--- src/rtl/msi_pkg.sv ---
package msi_pkg;
  typedef enum logic [1:0] {
    LN_INV = 2'd0,
    LN_SHR = 2'd1,
    LN_MOD = 2'd2
  } line_st_e;

  typedef enum logic [1:0] {
    BUS_WB     = 2'd0,
    BUS_RDMISS = 2'd1,
    BUS_WRMISS = 2'd2,
    BUS_INVAL  = 2'd3
  } bus_cmd_e;

  typedef enum logic {
    CTL_IDLE = 1'b0,
    CTL_PEND = 1'b1
  } ctl_st_e;
endpackage

--- src/rtl/msi_line_store.sv ---
module msi_line_store
  import msi_pkg::*;
#(
  parameter int IDX_W  = 2,
  parameter int TAG_W  = 2,
  parameter int DATA_W = 8
) (
  input  logic              clk,
  input  logic              rst_n,
  input  logic [IDX_W-1:0]  rd_idx,
  output line_st_e          rd_st,
  output logic [TAG_W-1:0]  rd_tag,
  output logic [DATA_W-1:0] rd_data,
  input  logic [IDX_W-1:0]  sn_idx,
  output line_st_e          sn_st,
  output logic [TAG_W-1:0]  sn_tag,
  output logic [DATA_W-1:0] sn_data,
  input  logic              wr_en,
  input  line_st_e          wr_st,
  input  logic [TAG_W-1:0]  wr_tag,
  input  logic              wr_dwe,
  input  logic [DATA_W-1:0] wr_data,
  input  logic              sn_we,
  input  line_st_e          sn_new
);
  localparam int LINES = 1 << IDX_W;

  line_st_e          st_q  [LINES];
  logic [TAG_W-1:0]  tag_q [LINES];
  logic [DATA_W-1:0] dat_q [LINES];

  assign rd_st   = st_q[rd_idx];
  assign rd_tag  = tag_q[rd_idx];
  assign rd_data = dat_q[rd_idx];
  assign sn_st   = st_q[sn_idx];
  assign sn_tag  = tag_q[sn_idx];
  assign sn_data = dat_q[sn_idx];

  // Local writes use rd_idx; a snoop update to the same line wins.
  always_ff @(posedge clk or negedge rst_n) begin
    if (!rst_n) begin
      for (int i = 0; i < LINES; i++) begin
        st_q[i]  <= LN_INV;
        tag_q[i] <= '0;
        dat_q[i] <= '0;
      end
    end else begin
      for (int i = 0; i < LINES; i++) begin
        if (wr_en && rd_idx == i[IDX_W-1:0]) begin
          st_q[i]  <= wr_st;
          tag_q[i] <= wr_tag;
          if (wr_dwe) dat_q[i] <= wr_data;
        end
        if (sn_we && sn_idx == i[IDX_W-1:0]) st_q[i] <= sn_new;
      end
    end
  end
endmodule

--- src/rtl/msi_snoop_eval.sv ---
module msi_snoop_eval
  import msi_pkg::*;
#(
  parameter int TAG_W = 2
) (
  input  logic             snp_valid,
  input  logic [1:0]       snp_cmd,
  input  logic [TAG_W-1:0] snp_tag,
  input  line_st_e         ln_st,
  input  logic [TAG_W-1:0] ln_tag,
  output logic             flush,
  output logic             upd,
  output line_st_e         new_st
);
  logic held;
  assign held = snp_valid && (ln_st != LN_INV) && (ln_tag == snp_tag);

  always_comb begin
    flush  = 1'b0;
    upd    = 1'b0;
    new_st = ln_st;
    case (bus_cmd_e'(snp_cmd))
      BUS_RDMISS: begin
        flush  = held && (ln_st == LN_MOD);
        upd    = flush;
        new_st = LN_SHR;
      end
      BUS_WRMISS, BUS_INVAL: begin
        upd    = held;
        new_st = LN_INV;
      end
      default: ;
    endcase
  end
endmodule

--- src/rtl/msi_snoop_ctrl.sv ---
module msi_snoop_ctrl
  import msi_pkg::*;
#(
  parameter int ADDR_W = 4,
  parameter int IDX_W  = 2,
  parameter int DATA_W = 8
) (
  input  logic              clk,
  input  logic              rst_n,
  input  logic              cpu_req,
  input  logic              cpu_we,
  input  logic [ADDR_W-1:0] cpu_addr,
  input  logic [DATA_W-1:0] cpu_wdata,
  output logic              cpu_ack,
  output logic [DATA_W-1:0] cpu_rdata,
  output logic              bus_req,
  input  logic              bus_gnt,
  output logic [1:0]        bus_cmd,
  output logic [ADDR_W-1:0] bus_addr,
  output logic [DATA_W-1:0] bus_wdata,
  input  logic [DATA_W-1:0] bus_rdata,
  input  logic              snp_valid,
  input  logic [1:0]        snp_cmd,
  input  logic [ADDR_W-1:0] snp_addr,
  output logic              snp_flush,
  output logic [DATA_W-1:0] snp_data
);
  localparam int TAG_W = ADDR_W - IDX_W;

  function automatic logic [IDX_W-1:0] addr_idx(input logic [ADDR_W-1:0] a);
    return a[IDX_W-1:0];
  endfunction
  function automatic logic [TAG_W-1:0] addr_tag(input logic [ADDR_W-1:0] a);
    return a[ADDR_W-1:IDX_W];
  endfunction
  function automatic logic [ADDR_W-1:0] join_addr(input logic [TAG_W-1:0] t,
                                                  input logic [IDX_W-1:0] i);
    return {t, i};
  endfunction

  ctl_st_e           ctl_q;
  logic [ADDR_W-1:0] pend_addr_q;
  logic              pend_we_q, pend_wb_q, cpu_ack_q;
  logic [DATA_W-1:0] pend_wd_q, cpu_rdata_q;

  logic [ADDR_W-1:0] cur_addr;
  line_st_e          lk_st, sn_st, sn_new, wr_st;
  logic [TAG_W-1:0]  lk_tag, sn_tag, wr_tag;
  logic [DATA_W-1:0] lk_data, sn_data, wr_data;
  logic              lk_hit, sn_upd, sn_flush, wr_en, wr_dwe;
  bus_cmd_e          cmd_w;

  // Named events for the checker
  logic ctl_idle, snp_clash, accept, ev_rd_hit, ev_local_write, ev_go_bus;
  logic victim_dirty, wb_alive, ev_wb_drop, ev_bus_done;

  assign ctl_idle = (ctl_q == CTL_IDLE);
  assign cur_addr = ctl_idle ? cpu_addr : pend_addr_q;
  assign lk_hit   = (lk_st != LN_INV) && (lk_tag == addr_tag(cur_addr));

  msi_line_store #(.IDX_W(IDX_W), .TAG_W(TAG_W), .DATA_W(DATA_W)) u_store (
    .clk(clk), .rst_n(rst_n),
    .rd_idx(addr_idx(cur_addr)), .rd_st(lk_st), .rd_tag(lk_tag), .rd_data(lk_data),
    .sn_idx(addr_idx(snp_addr)), .sn_st(sn_st), .sn_tag(sn_tag), .sn_data(sn_data),
    .wr_en(wr_en), .wr_st(wr_st), .wr_tag(wr_tag), .wr_dwe(wr_dwe), .wr_data(wr_data),
    .sn_we(sn_upd), .sn_new(sn_new)
  );

  msi_snoop_eval #(.TAG_W(TAG_W)) u_snoop (
    .snp_valid(snp_valid), .snp_cmd(snp_cmd), .snp_tag(addr_tag(snp_addr)),
    .ln_st(sn_st), .ln_tag(sn_tag),
    .flush(sn_flush), .upd(sn_upd), .new_st(sn_new)
  );

  assign snp_flush = sn_flush;
  assign snp_data  = sn_data;

  // Snoop to the same index as an idle request is served first.
  assign snp_clash      = snp_valid && (addr_idx(snp_addr) == addr_idx(cur_addr));
  assign accept         = ctl_idle && cpu_req && !cpu_ack_q && !snp_clash;
  assign ev_rd_hit      = accept && !cpu_we && lk_hit;
  assign ev_local_write = accept && cpu_we && lk_hit && (lk_st == LN_MOD);
  assign ev_go_bus      = accept && !ev_rd_hit && !ev_local_write;
  assign victim_dirty   = !lk_hit && (lk_st == LN_MOD);

  assign wb_alive    = pend_wb_q && (lk_st == LN_MOD);
  assign ev_wb_drop  = !ctl_idle && pend_wb_q && !wb_alive;
  assign bus_req     = !ctl_idle && (!pend_wb_q || wb_alive);
  assign ev_bus_done = bus_req && bus_gnt;

  always_comb begin
    if (pend_wb_q)      cmd_w = BUS_WB;
    else if (!pend_we_q) cmd_w = BUS_RDMISS;
    else if (lk_hit)    cmd_w = BUS_INVAL;
    else                cmd_w = BUS_WRMISS;
  end
  assign bus_cmd   = cmd_w;
  assign bus_addr  = pend_wb_q ? join_addr(lk_tag, addr_idx(pend_addr_q)) : pend_addr_q;
  assign bus_wdata = pend_wb_q ? lk_data : pend_wd_q;

  // Line array update from the local side
  assign wr_en  = ev_local_write || ev_bus_done;
  assign wr_dwe = ev_local_write || (ev_bus_done && !pend_wb_q);
  assign wr_tag = (ev_bus_done && pend_wb_q) ? lk_tag : addr_tag(cur_addr);
  always_comb begin
    if (ev_local_write)      wr_st = LN_MOD;
    else if (pend_wb_q)      wr_st = LN_INV;
    else if (!pend_we_q)     wr_st = LN_SHR;
    else                     wr_st = LN_MOD;
  end
  assign wr_data = ev_local_write ? cpu_wdata : (pend_we_q ? pend_wd_q : bus_rdata);

  always_ff @(posedge clk or negedge rst_n) begin
    if (!rst_n) begin
      ctl_q       <= CTL_IDLE;
      pend_addr_q <= '0;
      pend_we_q   <= 1'b0;
      pend_wd_q   <= '0;
      pend_wb_q   <= 1'b0;
      cpu_ack_q   <= 1'b0;
      cpu_rdata_q <= '0;
    end else begin
      cpu_ack_q <= 1'b0;
      if (ctl_idle) begin
        if (ev_rd_hit) begin
          cpu_ack_q   <= 1'b1;
          cpu_rdata_q <= lk_data;
        end
        if (ev_local_write) cpu_ack_q <= 1'b1;
        if (ev_go_bus) begin
          ctl_q       <= CTL_PEND;
          pend_addr_q <= cpu_addr;
          pend_we_q   <= cpu_we;
          pend_wd_q   <= cpu_wdata;
          pend_wb_q   <= victim_dirty;
        end
      end else if (ev_wb_drop) begin
        ctl_q     <= CTL_IDLE;
        pend_wb_q <= 1'b0;
      end else if (ev_bus_done) begin
        ctl_q     <= CTL_IDLE;
        pend_wb_q <= 1'b0;
        if (!pend_wb_q) begin
          cpu_ack_q <= 1'b1;
          if (!pend_we_q) cpu_rdata_q <= bus_rdata;
        end
      end
    end
  end

  assign cpu_ack   = cpu_ack_q;
  assign cpu_rdata = cpu_rdata_q;
endmodule

--- config.mk ---
export PLATFORM = sky130hd
export DESIGN_NAME = msi_snoop_ctrl
export DESIGN_NICKNAME = d
export VERILOG_FILES = /design/src/rtl/msi_pkg.sv /design/src/rtl/msi_line_store.sv /design/src/rtl/msi_snoop_eval.sv /design/src/rtl/msi_snoop_ctrl.sv
export SDC_FILE = /design/constraint.sdc
export NUM_CORES = 1
export LEC_CHECK = 0
export ABC_AREA = 1
export CAP_MARGIN = 25
export CORE_ASPECT_RATIO = 0.8
export CORE_MARGIN = 2
export CORE_UTILIZATION = 45
export CTS_BUF_LIST = sky130_fd_sc_hd__clkbuf_16
export DETAILED_ROUTE_END_ITERATION = 16
export DONT_BUFFER_PORTS = 1
export PLACE_DENSITY = 0.71
export SLEW_MARGIN = 20
export SYNTH_ARGS = -nofsm -noshare
export SYNTH_HDL_FRONTEND = slang
export SYNTH_SLANG_ARGS = --single-unit
--- constraint.sdc ---
create_clock -name clk -period 4.8 [get_ports clk]
set_clock_uncertainty 0.15 [all_clocks]
set_input_delay 1.2 -clock clk [delete_from_list [all_inputs] [get_ports clk]]
set_output_delay 1.2 -clock clk [all_outputs]
set_load 0.05 [all_outputs]
[Word-level counts from Yosys, hierarchy flattened]
Cells that the tools add are included.
Word-level totals
  word-level logic and storage cells: 164
  output and inout port bits: 33
  bits of input ports: 32
  register bits: 72
Operators by class
  magnitude comparators: 2
  mux-type cells: 61
  reductions and logical operators: 60
  bitwise operators: 3
  equality and inequality tests: 19
Operator list (number)
  8-bit two-way mux: 13
  2-bit two-way mux: 22
  8-bit binary-select mux with 2-bit select: 2
  1-bit logical AND: 31
  2-bit binary-select mux with 2-bit select: 4
  2-bit equality test (second input constant): 8
  1-bit two-way mux: 16
  2-bit nonzero test: 8
  2-bit AND reduction: 6
  1-bit logical NOT: 8
  4-bit two-way mux: 2
  2-bit by 1-bit equality test with 1-bit output (second input constant): 3
  2-bit equality test: 3
  3-bit greater-or-equal comparator (second input constant): 2
  2-bit != test (second input constant): 3
  2-bit inverter with 3-bit output: 2
  5-bit AND reduction: 1
  2-bit logical NOT: 2
  2-bit one-hot mux with 2 select lines: 1
  1-bit logical OR: 3
  3-bit by 1-bit != test with 1-bit output (second input constant): 1
  2-bit by 1-bit != test with 1-bit output (second input constant): 1
  1-bit one-hot mux with 2 select lines: 1
  2-bit OR reduction: 1
  1-bit inverter: 1

[Logic depth before layout (Yosys ltp)]
Gate-level depths: netlist of run 1.
  depth after elaboration: 14
  gate-level depth with buffers: 19
  depth with buffers taken out: 18

[Hierarchy]
From an unflattened synthesis of run 1, not the netlist that was laid out.
Second synthesis, totals
  cells, all modules: 644
  area total of the unflattened synthesis: 4388.0 µm²
Modules (own cells, without submodules)
  msi_line_store: area each 2572.5 µm², cells each 358, seq. area each 1201.2 µm², times used 1
  msi_snoop_ctrl: area each 1726.7 µm², cells each 265, seq. area each 600.6 µm², times used 1
  msi_snoop_eval: area each 88.8 µm², cells each 21, seq. area each 0.0 µm², times used 1

[Least setup slack after synthesis of run 1]
OpenSTA, ideal clock, no wires.
  kind: input to output
  from: in snp_addr[1]
  to: out snp_flush
  arrival time: 3755 ps
  required time: 3450 ps
  setup slack: -305 ps
  path buffers: 1
  stages: 10
  path through: buf_2 > nor2_2 > inv_2 > o22ai_1 > nor2_1 > nand2_1 > nand2_1 > nor2_2 > inv_1 > nor4_1
On the way
  longest elaborated chain between the ends: 9
  elaborated cells between the ends (all ways): 14
  those cells by class: 2 x eq/ne; 7 x mux; 1 x bitwise; 4 x reduce/logical
Ends and longest elaborated chain
  start, declared: line msi_snoop_ctrl.sv:24  | input logic [ADDR_W-1:0] snp_addr,
  2-bit inverter with 3-bit output (implied by the code) (*): line msi_line_store.sv:35, msi_line_store.sv:36
  2-bit binary-select mux with 2-bit select: line msi_line_store.sv:35  | assign sn_st = st_q[sn_idx];
  2-bit two-way mux (implied by the code) (2 in a row): line msi_line_store.sv:35
  2-bit nonzero test: line msi_snoop_eval.sv:16  | assign held = snp_valid && (ln_st != LN_INV) && (ln_tag == snp_tag);
  1-bit logical AND (2 in a row): line msi_snoop_eval.sv:16
  1-bit logical AND (*): line msi_snoop_eval.sv:24  | flush = held && (ln_st == LN_MOD);
  1-bit two-way mux (*): line msi_snoop_eval.sv:22  | case (bus_cmd_e'(snp_cmd))
  end, declared: line msi_snoop_ctrl.sv:25  | output logic snp_flush,
Every way passes the cells marked *; elsewhere a longest branch is shown, timed or not. The select of a mux whose other input is x is not followed.

[Worst setup path in the final report of run 1]
  from: reg ctl_q
  to: out bus_wdata[0]
On the way
  longest elaborated chain between the ends: 6
Ends and longest elaborated chain
  start, declared: line msi_snoop_ctrl.sv:41  | ctl_st_e ctl_q;
  start signal, assigned: line msi_snoop_ctrl.sv:115  | ctl_q <= CTL_IDLE;
  start signal, assigned: line msi_snoop_ctrl.sv:131  | ctl_q <= CTL_PEND;
  start signal, assigned: line msi_snoop_ctrl.sv:138  | ctl_q <= CTL_IDLE;
  4-bit two-way mux: line msi_snoop_ctrl.sv:58  | assign cur_addr = ctl_idle ? cpu_addr : pend_addr_q;
  2-bit inverter with 3-bit output (implied by the code): line msi_line_store.sv:34  | assign rd_data = dat_q[rd_idx];
  8-bit binary-select mux with 2-bit select: line msi_line_store.sv:34
  8-bit two-way mux (implied by the code) (2 in a row): line msi_line_store.sv:34
  8-bit two-way mux: line msi_snoop_ctrl.sv:99  | assign bus_wdata = pend_wb_q ? lk_data : pend_wd_q;
  end, declared: line msi_snoop_ctrl.sv:20  | output logic [DATA_W-1:0] bus_wdata,
No other way between the ends. The select of a mux whose other input is x is not followed.

==> impl_results.rst, run 1 <==
.. list-table::
   :header-rows: 1

   * - Metric
     - Value
   * - Crit share post-route
     - 0.897
   * - Max-Cap Viols
     - 0
   * - Post-route DRC violation count
     - 0
   * - # nets final
     - 693
   * - Critical Path Fanout Max
     - 21
   * - Worst path top cell family by delay
     - simple AND/OR/NAND/NOR gates
   * - Worst path most repeated cell
     - sky130_fd_sc_hd__nand2_1
   * - Post-layout minimum cycle time
     - 4.31 ns
   * - Leakage
     - 2.77 nW
   * - Clock tree from TritonCTS
     - done
   * - Io pins
     - 65
   * - Switching Share
     - 0.544
   * - Share of total power in sequential cells
     - 0.323
   * - Flip-flop and latch count after synthesis
     - 72
   * - Sinks on the clock net
     - 72
   * - Cell internal pwr
     - 1.82 mW
   * - Antenna violations before repair
     - 0
   * - GPL Wtd Cong
     - 0.965
   * - Final HPWL from detailed placement
     - 9.51 mm
   * - Worst min path class
     - reg2reg
   * - Status
     - complete, no violations
   * - Ys flop type
     - sky130_fd_sc_hd__dfrtp_1
   * - Sequential cell area fraction in the yosys report
     - 0.392
   * - ANT nets after route
     - 0
   * - Cell area reported after detailed placement
     - 0.00474 sq mm
   * - Routed vias/inst
     - 5.47
   * - Area added between synthesis and finish
     - 9.36%
   * - Sum of overflow across all layers after global routing
     - 0
   * - Final Max Tran Viols
     - 0
   * - Number of synthesized flops with an enable pin
     - 0
   * - Starting utilization of the core area
     - 0.469
   * - Required arrival time at the worst endpoint
     - 3.45 ns
   * - Final hold vios
     - 0
   * - Height of the die
     - 94.4 um
   * - Number of buffers and inverters on the critical path
     - 2
   * - Synthesized net count
     - 688
   * - Global-route wire length before repair
     - 20.4 mm
   * - H-tree depth reported by CTS
     - 3
   * - Longest individual stage delay on the worst path
     - 0.63 ns
   * - Category of the worst setup path launch point
     - flop
   * - Synthesis warning total
     - 0
   * - Distinct cell type count after synthesis
     - 31
   * - Headroom to the max-slew limit
     - 0.382
   * - Largest net degree at the start of global routing
     - 73
   * - Post-CTS setup-driven buffer insertion count
     - 0
   * - Iter 0 DRT Violations
     - 523
   * - Clock latency reported for the late side of the worst-skew pair
     - 0.34 ns
   * - Layout cell share with drive strength beyond 1
     - 0.141
   * - Via total after detailed routing
     - 4387
   * - Buffer depth of the longest clock path
     - 2
   * - Finish-stage setup viols
     - 0
   * - Number of optimization iterations in the first detailed-route pass
     - 5
   * - Timing-limited maximum frequency
     - 232 MHz
   * - Kind of capture point of the worst setup path
     - primary output
   * - Clock Root Buffer
     - sky130_fd_sc_hd__clkbuf_16
   * - Number of global-route vias before repair
     - 4037
   * - Number of gates given a new drive strength after cts
     - 0
   * - Clock transition at the registers of the reported paths
     - 0.06 ns
   * - CTS hold repair buffers
     - 0
   * - Horizontal extent of the die
     - 117 um
   * - Summed area of non-filler cells in the final layout
     - 0.00503 sq mm
   * - Cell with the largest stage delay on the worst path
     - sky130_fd_sc_hd__dfrtp_1
   * - Setup repair after global routing missed its margin
     - false
   * - Setup total negative slack
     - 0 ns
   * - Die Outline Area
     - 0.0111 sq mm
   * - Part of the total power dissipated in the clock network
     - 0.164
   * - Total Wirelength
     - 12.7 mm
   * - Cell count after synthesis
     - 656
   * - Number of clock buffers inserted by TritonCTS
     - 9
   * - Worst setup path class
     - reg2out
   * - # port buffers
     - 0
   * - Part of the total power dissipated in combinational logic
     - 0.513
   * - Peak supply drop
     - 287 uV
   * - Endpoint arrival time on the critical path
     - 2.96 ns
   * - Cells along the critical path
     - inv_2, nand2_1, nand2_2, nor2_2, inv_1, o221ai_1, nand2_1, nand2_1
   * - Worst Tran Pin Value
     - 0.923 ns
   * - Post-synthesis area per instance
     - 7.01 sq um
   * - Area of the placeable core
     - 0.00981 sq mm
   * - Routed wire length per instance
     - 15.8 um
   * - Global-route total usage across every layer
     - 0.238
   * - Net Switching
     - 2.17 mW
   * - Cell area after technology mapping
     - 0.00460 sq mm
   * - Power per Cell Area
     - 794 mW/mm^2
   * - Async set or reset register ratio after synthesis
     - 1.00
   * - Number of diodes
     - 0
   * - Standard-cell rows
     - 32
-- synth_stat cells, types with 2 or more instances --
master	number	area (sq um)
sky130_fd_sc_hd__o221ai_1	10	87.6
sky130_fd_sc_hd__nor2_2	7	43.8
sky130_fd_sc_hd__nand2_1	297	1110
sky130_fd_sc_hd__a22oi_1	20	150
sky130_fd_sc_hd__nor2_4	3	33.8
sky130_fd_sc_hd__dfrtp_1	72	1800
sky130_fd_sc_hd__nand4_1	10	62.6
sky130_fd_sc_hd__nand2_2	10	62.6
sky130_fd_sc_hd__clkbuf_1	6	22.5
sky130_fd_sc_hd__o22ai_1	3	18.8
sky130_fd_sc_hd__a21oi_1	2	10.0
sky130_fd_sc_hd__o21ai_1	22	110
sky130_fd_sc_hd__buf_6	7	78.8
sky130_fd_sc_hd__nand3b_1	2	15.0
sky130_fd_sc_hd__nand2_4	13	146
sky130_fd_sc_hd__o21ai_2	9	78.8
sky130_fd_sc_hd__o21ai_0	19	95.1
sky130_fd_sc_hd__nand3_2	2	20.0
sky130_fd_sc_hd__nor2_1	13	48.8
sky130_fd_sc_hd__inv_2	14	52.6
sky130_fd_sc_hd__nand3_1	38	190
sky130_fd_sc_hd__buf_4	3	22.5
sky130_fd_sc_hd__inv_1	61	229
sky130_fd_sc_hd__buf_2	6	30.0
-- path summary, 6_finish.rpt --
path	startpoint	to	slack, ns	depth (start not counted)
hold reg to reg	u_store.dat_q[19]	u_store.dat_q[19]	0.33	2
max in group asynchronous	rst_n	u_store.dat_q[3]	3.96	0
hold / removal	u_store.dat_q[19]	u_store.dat_q[19]	0.33	2
min in group asynchronous	rst_n	pend_addr_q[0]	0.40	0
setup reg to reg	ctl_q	pend_wb_q	1.59	15
setup / recovery	ctl_q	bus_wdata[0]	0.49	8
-- area by class of cell --
cell class                 instances  area (sq um)
fill                             940          4780
sequential                        72          1800
tap                              136           170
clock inverter                     7          62.6
clock buffer                       9           225
inverter                          75           282
timing repair buffer              16           120
multi-input combinational        487          2370
-- layer usage --
metal  up-vias  wire length, um  track usage
met2       205             5290        0.346
met5         -                0            0
met4         0              184       0.0559
met3        23             1360       0.0828
met1      2055             5830        0.341
li1       2104                -            -
-- sequential cells by signal, summed over array words and instances, names as in the netlist --
| register | count |
|---|---|
| cpu_rdata | 8 |
| u_store.st_q | 8 |
| pend_addr_q | 4 |
| ctl_q | 1 |
| pend_wd_q | 8 |
| pend_we_q | 1 |
| pend_wb_q | 1 |
| cpu_ack | 1 |
| u_store.dat_q | 32 |
| u_store.tag_q | 8 |
-- cell usage in the layout (no fill, tap or decap), types with 9 or more instances in the layout --
| cell type | instances |
|---|---|
| sky130_fd_sc_hd__o21ai_0 | 17 |
| sky130_fd_sc_hd__buf_4 | 16 |
| sky130_fd_sc_hd__inv_1 | 61 |
| sky130_fd_sc_hd__o21ai_2 | 9 |
| sky130_fd_sc_hd__inv_2 | 14 |
| sky130_fd_sc_hd__o221ai_1 | 10 |
| sky130_fd_sc_hd__nand2_2 | 10 |
| sky130_fd_sc_hd__nand2_4 | 13 |
| sky130_fd_sc_hd__dfrtp_1 | 72 |
| sky130_fd_sc_hd__o21ai_1 | 24 |
| sky130_fd_sc_hd__clkbuf_16 | 9 |
| sky130_fd_sc_hd__nor2_1 | 13 |
| sky130_fd_sc_hd__a22oi_1 | 20 |
| sky130_fd_sc_hd__nand3_1 | 38 |
| sky130_fd_sc_hd__nand2_1 | 297 |
| sky130_fd_sc_hd__nand4_1 | 10 |
-- power groups by stage --
stage	registers (mW)	logic, mW	clock network, mW
floorplan	1.14	1.73	0
global placement	1.28	1.99	0
detailed placement	1.29	2.03	0
CTS	1.28	2.03	0.662
global route	1.33	2.27	0.683
finish	1.29	2.05	0.655
-- worst register-to-register path, stage by stage, from the launching register on --
cell,delay (ns)
sky130_fd_sc_hd__dfrtp_1,0.63
sky130_fd_sc_hd__inv_2,0.26
sky130_fd_sc_hd__nand2_1,0.18
sky130_fd_sc_hd__nand2_2,0.19
sky130_fd_sc_hd__nand2_1,0.13
sky130_fd_sc_hd__nand3_2,0.08
sky130_fd_sc_hd__nor2_2,0.25
sky130_fd_sc_hd__nor2_4,0.07
sky130_fd_sc_hd__nand2_1,0.11
sky130_fd_sc_hd__nor2_4,0.04
sky130_fd_sc_hd__nand2_4,0.32
sky130_fd_sc_hd__nand3_4,0.37
sky130_fd_sc_hd__nand2_1,0.14
sky130_fd_sc_hd__nand2_1,0.06
sky130_fd_sc_hd__nand2_1,0.05
sky130_fd_sc_hd__nand2_1,0.06
-- logic make-up (layout without fill, tap and decap cells) --
kind of cell	after synthesis	count (layout)	synth area share
AOI/OAI and AO/OA	87	87	0.123
xor gates and xnor gates	1	1	0.00190
buffers and inverters	97	107	0.0946
DFF	72	72	0.392
and+or+nand+nor	399	399	0.388
-- metrics by stage --
stage	power [mW]	std cells	setup slack (ns)	util	hold slack, ns
4_1_cts	3.98	802	0.558	0.513	0.335
3_5_place_dp	3.31	786	0.661	0.484	0.318
5_1_grt	4.28	802	0.345	0.513	0.347
3_3_place_gp	3.27	786	0.680	0.484	0.315
6_report	4.00	802	0.494	0.513	0.334
2_1_floorplan	2.88	656	0.264	-	0.299
Power figures use the tool's default switching activity.
==> run 2: changes to the inputs <==
SLEW_MARGIN = not set   (was 20)
SYNTH_HIERARCHICAL = 1   (was not set)
==> run 2 against run 1 <==
Sequential power down 4%; critical path depth rose by 7; sequential share of layout area up 1.3 points; synthesized cell count is 1.8% lower; maximum frequency shrank 3.7%.
==> impl_results.rst, run 2 <==
.. list-table::
   :header-rows: 1

   * - Metric
     - Value
   * - Area added between synthesis and finish
     - 10.7%
   * - End of the worst hold path
     - pend_wd_q[0]
   * - Max-Cap Viols
     - 0
   * - Global-route total usage across every layer
     - 0.245
   * - Number of gates given a new drive strength after cts
     - 0
   * - Worst Tran Pin Value
     - 0.884 ns
   * - # port buffers
     - 0
   * - Cell area after technology mapping
     - 0.00439 sq mm
   * - Worst min path class
     - reg2reg
   * - Cell type with the largest total area after synthesis
     - sky130_fd_sc_hd__dfrtp_1
   * - Max reg flops
     - 32
   * - Clock Root Buffer
     - sky130_fd_sc_hd__clkbuf_16
   * - Post-synthesis area per instance
     - 6.81 sq um
   * - GPL Wtd Cong
     - 0.925
   * - Final HPWL from detailed placement
     - 8.86 mm
   * - Kind of capture point of the worst setup path
     - primary output
   * - Buffer depth of the longest clock path
     - 2
   * - Layout cell share with drive strength beyond 1
     - 0.106
   * - Worst reg2reg startpoint
     - ctl_q
   * - Endpoint arrival time on the critical path
     - 3.12 ns
   * - Height of the die
     - 92.3 um
   * - Number of synthesized flops with an enable pin
     - 0
   * - Category of the worst setup path launch point
     - flop
   * - Post-CTS setup-driven buffer insertion count
     - 0
   * - H-tree depth reported by CTS
     - 3
   * - Number of optimization iterations in the first detailed-route pass
     - 5
   * - Routed vias/inst
     - 5.54
   * - Reg2Reg Setup Slack
     - 0.51 ns
   * - Most common library cells after synthesis
     - sky130_fd_sc_hd__nand2_1 (257), sky130_fd_sc_hd__dfrtp_1 (72), sky130_fd_sc_hd__inv_1 (67)
   * - Final hold vios
     - 0
   * - Top-area cell type share of the netlist area
     - 0.411
   * - Distinct cell type count after synthesis
     - 27
   * - Ys flop type
     - sky130_fd_sc_hd__dfrtp_1
   * - Area of the placeable core
     - 0.00957 sq mm
   * - Async set or reset register ratio after synthesis
     - 1.00
   * - Synthesized net count
     - 676
   * - Io pins
     - 65
   * - Synthesis warning total
     - 6
   * - Final Max Tran Viols
     - 0
   * - Top register by number of flip-flops
     - u_store/dat_q
   * - Leakage
     - 2.53 nW
   * - Total Wirelength
     - 12.4 mm
   * - Commonest cells after routing, fill and taps aside
     - sky130_fd_sc_hd__nand2_1 (257), sky130_fd_sc_hd__dfrtp_1 (72), sky130_fd_sc_hd__inv_1 (67)
   * - Critical Path Fanout Max
     - 20
   * - Commonest non-fill, non-tap cell in the layout
     - sky130_fd_sc_hd__nand2_1
   * - Sequential cell area fraction in the yosys report
     - 0.411
   * - Worst setup path class
     - reg2out
   * - CTS hold repair buffers
     - 0
   * - Summed area of non-filler cells in the final layout
     - 0.00486 sq mm
   * - Crit share post-route
     - 0.931
   * - Number of clock buffers inserted by TritonCTS
     - 9
   * - Post-layout minimum cycle time
     - 4.47 ns
   * - Most numerous cell in the Yosys netlist
     - sky130_fd_sc_hd__nand2_1
   * - Cell count after synthesis
     - 644
   * - Die Outline Area
     - 0.0106 sq mm
   * - Via total after detailed routing
     - 4279
   * - Clock tree from TritonCTS
     - done
   * - Destination of the worst register-to-register timing path
     - u_store/dat_q[11]
   * - Largest net degree at the start of global routing
     - 73
   * - Headroom to the max-slew limit
     - 0.408
   * - Number of global-route vias before repair
     - 4098
   * - Sinks on the clock net
     - 72
   * - Worst Reg-to-Reg Cells
     - 20
   * - Timing-limited maximum frequency
     - 224 MHz
   * - Depth of the worst hold-timing path
     - 2
   * - Post-route DRC violation count
     - 0
   * - Antenna violations before repair
     - 0
   * - Flip-flop and latch count after synthesis
     - 72
   * - Cell area reported after detailed placement
     - 0.00455 sq mm
   * - Setup repair after global routing missed its margin
     - false
   * - Peak supply drop
     - 402 uV
   * - Power per Cell Area
     - 773 mW/mm^2
   * - Starting utilization of the core area
     - 0.459
   * - Number of diodes
     - 0
   * - Status
     - complete, no violations
   * - Required arrival time at the worst endpoint
     - 3.45 ns
   * - Horizontal extent of the die
     - 114 um
   * - ANT nets after route
     - 0
   * - Iter 0 DRT Violations
     - 284
   * - Routed wire length per instance
     - 16.0 um
   * - Clock latency reported for the late side of the worst-skew pair
     - 0.34 ns
   * - Global-route wire length before repair
     - 20.1 mm
   * - Sum of overflow across all layers after global routing
     - 0
   * - Cells taking the most area after synthesis
     - sky130_fd_sc_hd__dfrtp_1 (41%), sky130_fd_sc_hd__nand2_1 (22%), sky130_fd_sc_hd__o21ai_0 (5.8%), sky130_fd_sc_hd__inv_1 (5.7%), sky130_fd_sc_hd__nand3_1 (4.2%)
   * - Launch instance of the worst min-delay path
     - pend_wd_q[0]
   * - Standard-cell rows
     - 32
   * - Setup total negative slack
     - 0 ns
   * - # nets final
     - 681
   * - Clock transition at the registers of the reported paths
     - 0.06 ns
   * - Finish-stage setup viols
     - 0
run 2: changes by cell type after synthesis, sizes merged, moves of 3 or more:
cell    delta
nand2     -56
o21ai     +32
a21oi     +14
nor2      +12
o221ai    -10
clkbuf     +8
a22oi      -7
buf        -4
nand4      +4
o22ai      -3
run 2: how the worst max path moves through the flow:
stage | slack (ns) | end | cells after the start | startpoint
floorplan | 0.24 | bus_addr[2] | 8 | cpu_addr[1]
global placement | 0.67 | u_store/dat_q[8] | 19 | cpu_addr[0]
detailed placement | 0.48 | u_store/dat_q[11] | 19 | cpu_addr[0]
CTS | 0.34 | bus_cmd[0] | 15 | ctl_q
global route | 0.03 | bus_cmd[0] | 15 | ctl_q
finish | 0.33 | bus_cmd[0] | 15 | ctl_q
run 2: worst max-delay path, cell delays in order, from the launching register on:
cell                      delay, ns
sky130_fd_sc_hd__dfrtp_1       0.79
sky130_fd_sc_hd__inv_2         0.24
sky130_fd_sc_hd__nand2_1       0.16
sky130_fd_sc_hd__nand2_2       0.09
sky130_fd_sc_hd__inv_2         0.08
sky130_fd_sc_hd__nand2_1       0.05
sky130_fd_sc_hd__inv_1         0.32
sky130_fd_sc_hd__a21oi_1       0.12
sky130_fd_sc_hd__nand2_1       0.12
sky130_fd_sc_hd__inv_1         0.07
sky130_fd_sc_hd__nand2_1       0.08
sky130_fd_sc_hd__inv_2         0.04
sky130_fd_sc_hd__nor2_2        0.15
sky130_fd_sc_hd__nand2_2       0.09
sky130_fd_sc_hd__a21oi_1       0.16
sky130_fd_sc_hd__buf_4         0.22
run 2: logic make-up after synthesis:
| group | Yosys count | share of synthesized area |
|---|---|---|
| AND/OR/NAND/NOR | 359 | 0.350 |
| AO/OA/AOI/OAI | 113 | 0.145 |
| buffers and inverters | 100 | 0.0950 |
| flip-flops | 72 | 0.411 |
run 2: report_power, final:
| group | internal [mW] | switching, mW | leakage [nW] |
|---|---|---|---|
| Sequential | 0.864 | 0.375 | 0.925 |
| Clock | 0.450 | 0.260 | 0.147 |
| Combinational | 0.513 | 1.29 | 1.46 |
run 2: through the flow:
stage	setup WS [ns]	instances	total power, mW	utilization	hold WS (ns)
2_1_floorplan	0.244	644	2.58	-	0.305
3_3_place_gp	0.669	757	2.99	0.475	0.317
3_5_place_dp	0.476	757	3.03	0.475	0.319
4_1_cts	0.342	772	3.76	0.508	0.333
5_1_grt	0.0291	772	4.02	0.508	0.344
6_report	0.330	772	3.76	0.508	0.339
run 2: area by class of cell:
| cell class | instances | area (sq um) |
|---|---|---|
| clock buffer | 9 | 225 |
| clock inverter | 6 | 85.1 |
| fill | 972 | 4710 |
| inverter | 74 | 278 |
| multi-input combinational | 472 | 2170 |
| sequential | 72 | 1800 |
| tap | 119 | 149 |
| timing repair buffer | 20 | 150 |
run 2: per-layer routing:
metal	GRT usage	wire, um	vias to the layer above
met3	0.0635	1020	23
li1	-	-	2062
met5	0	0	-
met1	0.334	5550	2012
met2	0.377	5610	182
met4	0.0904	182	0
==> run 3: changes to the inputs <==
CTS_BUF_LIST = sky130_fd_sc_hd__clkbuf_8   (was sky130_fd_sc_hd__clkbuf_16)
==> run 3 against run 2 <==
Via count down 0.56%; clock-buffer cell count unchanged; final area down 2.1%; core utilization down 1.0 points; critical path depth unchanged; first-iteration DRC count up 6.3%; total power down 4.8%; routed wire length down 0.15%; register-to-register slack better by 0.29 ns; sequential cell count unchanged; clock power down 26%; sequential power about the same; critical path type unchanged; critical endpoint unchanged; largest cell class unchanged; largest power group unchanged.
==> impl_results.rst, run 3 (synthesis gave the netlist of run 2 again) <==
.. list-table::
   :header-rows: 1

   * - Metric
     - Value
   * - Status
     - complete, no violations
   * - Height of the die
     - 92.3 um
   * - Clock Root Buffer
     - sky130_fd_sc_hd__clkbuf_8
   * - Routed vias/inst
     - 5.51
   * - Post-route DRC violation count
     - 0
   * - Area added between synthesis and finish
     - 8.44%
   * - Global-route total usage across every layer
     - 0.245
   * - Kind of capture point of the worst setup path
     - primary output
   * - Io pins
     - 65
   * - Total Wirelength
     - 12.3 mm
   * - Final hold vios
     - 0
   * - Worst slack after detailed placement
     - 0.476 ns
   * - Number of diodes
     - 0
   * - Commonest non-fill, non-tap cell in the layout
     - sky130_fd_sc_hd__nand2_1
   * - Critical Path Fanout Max
     - 20
   * - Sum of overflow across all layers after global routing
     - 0
   * - Post-layout minimum cycle time
     - 4.22 ns
   * - Standard-cell rows
     - 32
   * - Top register by number of flip-flops
     - u_store/dat_q
   * - Number of global-route vias before repair
     - 4070
   * - Leakage
     - 2.49 nW
   * - Crit share post-route
     - 0.880
   * - Clock tree from TritonCTS
     - done
   * - Cell area reported after detailed placement
     - 0.00455 sq mm
   * - Horizontal extent of the die
     - 114 um
   * - Die Outline Area
     - 0.0106 sq mm
   * - H-tree depth reported by CTS
     - 3
   * - Antenna violations before repair
     - 0
   * - Power per Cell Area
     - 751 mW/mm^2
   * - Worst path most repeated cell
     - sky130_fd_sc_hd__nand2_1
   * - Layout cell share with drive strength beyond 1
     - 0.107
   * - Via total after detailed routing
     - 4255
   * - GPL Wtd Cong
     - 0.925
   * - Required arrival time at the worst endpoint
     - 3.45 ns
   * - Sinks on the clock net
     - 72
   * - Longest individual stage delay on the worst path
     - 0.61 ns
   * - Starting utilization of the core area
     - 0.459
   * - Setup total negative slack
     - 0 ns
   * - Final HPWL from detailed placement
     - 8.86 mm
   * - Cells along the critical path
     - inv_2, nand2_1, nand2_2, inv_2, nand2_1, inv_1, a21oi_1, nand2_1, inv_1, nand2_1, inv_2, nor2_2, nand2_2, a21oi_1, buf_4
   * - Iter 0 DRT Violations
     - 302
   * - Clock transition at the registers of the reported paths
     - 0.07 ns
   * - Depth of the worst hold-timing path
     - 2
   * - Worst setup path class
     - reg2out
   * - Buffer depth of the longest clock path
     - 2
   * - Worst Reg-to-Reg Cells
     - 21
   * - Summed area of non-filler cells in the final layout
     - 0.00476 sq mm
   * - # nets final
     - 681
   * - Area of the placeable core
     - 0.00957 sq mm
   * - Max-Cap Viols
     - 0
   * - Total of fill cells in the finished design
     - 989
   * - # port buffers
     - 0
   * - Category of the worst setup path launch point
     - flop
   * - Setup repair after global routing missed its margin
     - false
   * - Worst min path class
     - reg2reg
   * - Final non-filler cell total
     - 772
   * - Final Max Tran Viols
     - 0
   * - Max reg flops
     - 32
   * - Number of clock buffers inserted by TritonCTS
     - 9
   * - ANT nets after route
     - 0
   * - Headroom to the max-slew limit
     - 0.408
   * - Largest net degree at the start of global routing
     - 73
   * - Post-CTS setup-driven buffer insertion count
     - 0
   * - DP Cell Count
     - 757
   * - Number of gates given a new drive strength after cts
     - 0
   * - Worst Tran Pin Value
     - 0.884 ns
   * - Clock latency reported for the late side of the worst-skew pair
     - 0.37 ns
   * - Timing-limited maximum frequency
     - 237 MHz
   * - Endpoint arrival time on the critical path
     - 2.87 ns
   * - Routed wire length per instance
     - 16.0 um
   * - Peak supply drop
     - 394 uV
   * - Number of optimization iterations in the first detailed-route pass
     - 5
   * - Cell with the largest stage delay on the worst path
     - sky130_fd_sc_hd__dfrtp_2
   * - Finish-stage setup viols
     - 0
   * - Global-route wire length before repair
     - 20.0 mm
   * - Commonest cells after routing, fill and taps aside
     - sky130_fd_sc_hd__nand2_1 (257), sky130_fd_sc_hd__dfrtp_1 (71), sky130_fd_sc_hd__inv_1 (67)
   * - Final setup slack of the worst path
     - 0.576 ns
   * - CTS hold repair buffers
     - 0
   * - Total chip power
     - 3.57 mW
-- run 3: final cells by class --
cell class,instances,area [sq um],area share
clock inverters,6,85.1,0.0179
flip-flops and latches,72,1800,0.379
well taps,119,149,0.0313
repair buffers,20,150,0.0316
inverters,74,278,0.0584
clock buffers,9,124,0.0260
multi-input cells,472,2170,0.456
-- run 3: final timing paths --
path	slack, ns	startpoint	to
worst max-delay path	0.58	ctl_q	bus_cmd[0]
worst min-delay path	0.35	u_store/dat_q[6]	u_store/dat_q[6]
worst max register to register	0.80	ctl_q	u_store/dat_q[11]
worst min register to register	0.35	u_store/dat_q[6]	u_store/dat_q[6]
max in group asynchronous	4.01	rst_n	cpu_rdata[4]
min in group asynchronous	0.37	rst_n	u_store/st_q[6]
-- run 3: routing by layer --
layer | global-route usage | vias up | wire (um)
met5 | 0 | - | 0
met4 | 0.0813 | 0 | 223
met3 | 0.0766 | 26 | 1150
met2 | 0.366 | 185 | 5460
met1 | 0.337 | 1992 | 5500
li1 | - | 2052 | -
-- run 3: worst max-delay path: cells and delay by family (launching register included) --
family | cells | cell delay [ns]
and+or+nand+nor | 7 | 0.71
DFF | 1 | 0.61
buffers and inverters | 6 | 0.92
AOI/OAI and AO/OA | 2 | 0.28
-- run 3: stage by stage --
stage                      util  hold WS [ns]
after floorplan               -         0.305
after global placement    0.475         0.317
after detailed placement  0.475         0.319
after CTS                 0.497         0.338
after global routing      0.497         0.344
final                     0.497         0.350
-- run 3: power by group --
| group | internal, mW | switching, mW | leakage, nW |
|---|---|---|---|
| clock | 0.288 | 0.239 | 0.101 |
| combinational | 0.513 | 1.30 | 1.46 |
| sequential | 0.863 | 0.375 | 0.924 |
| total | 1.66 | 1.91 | 2.49 |
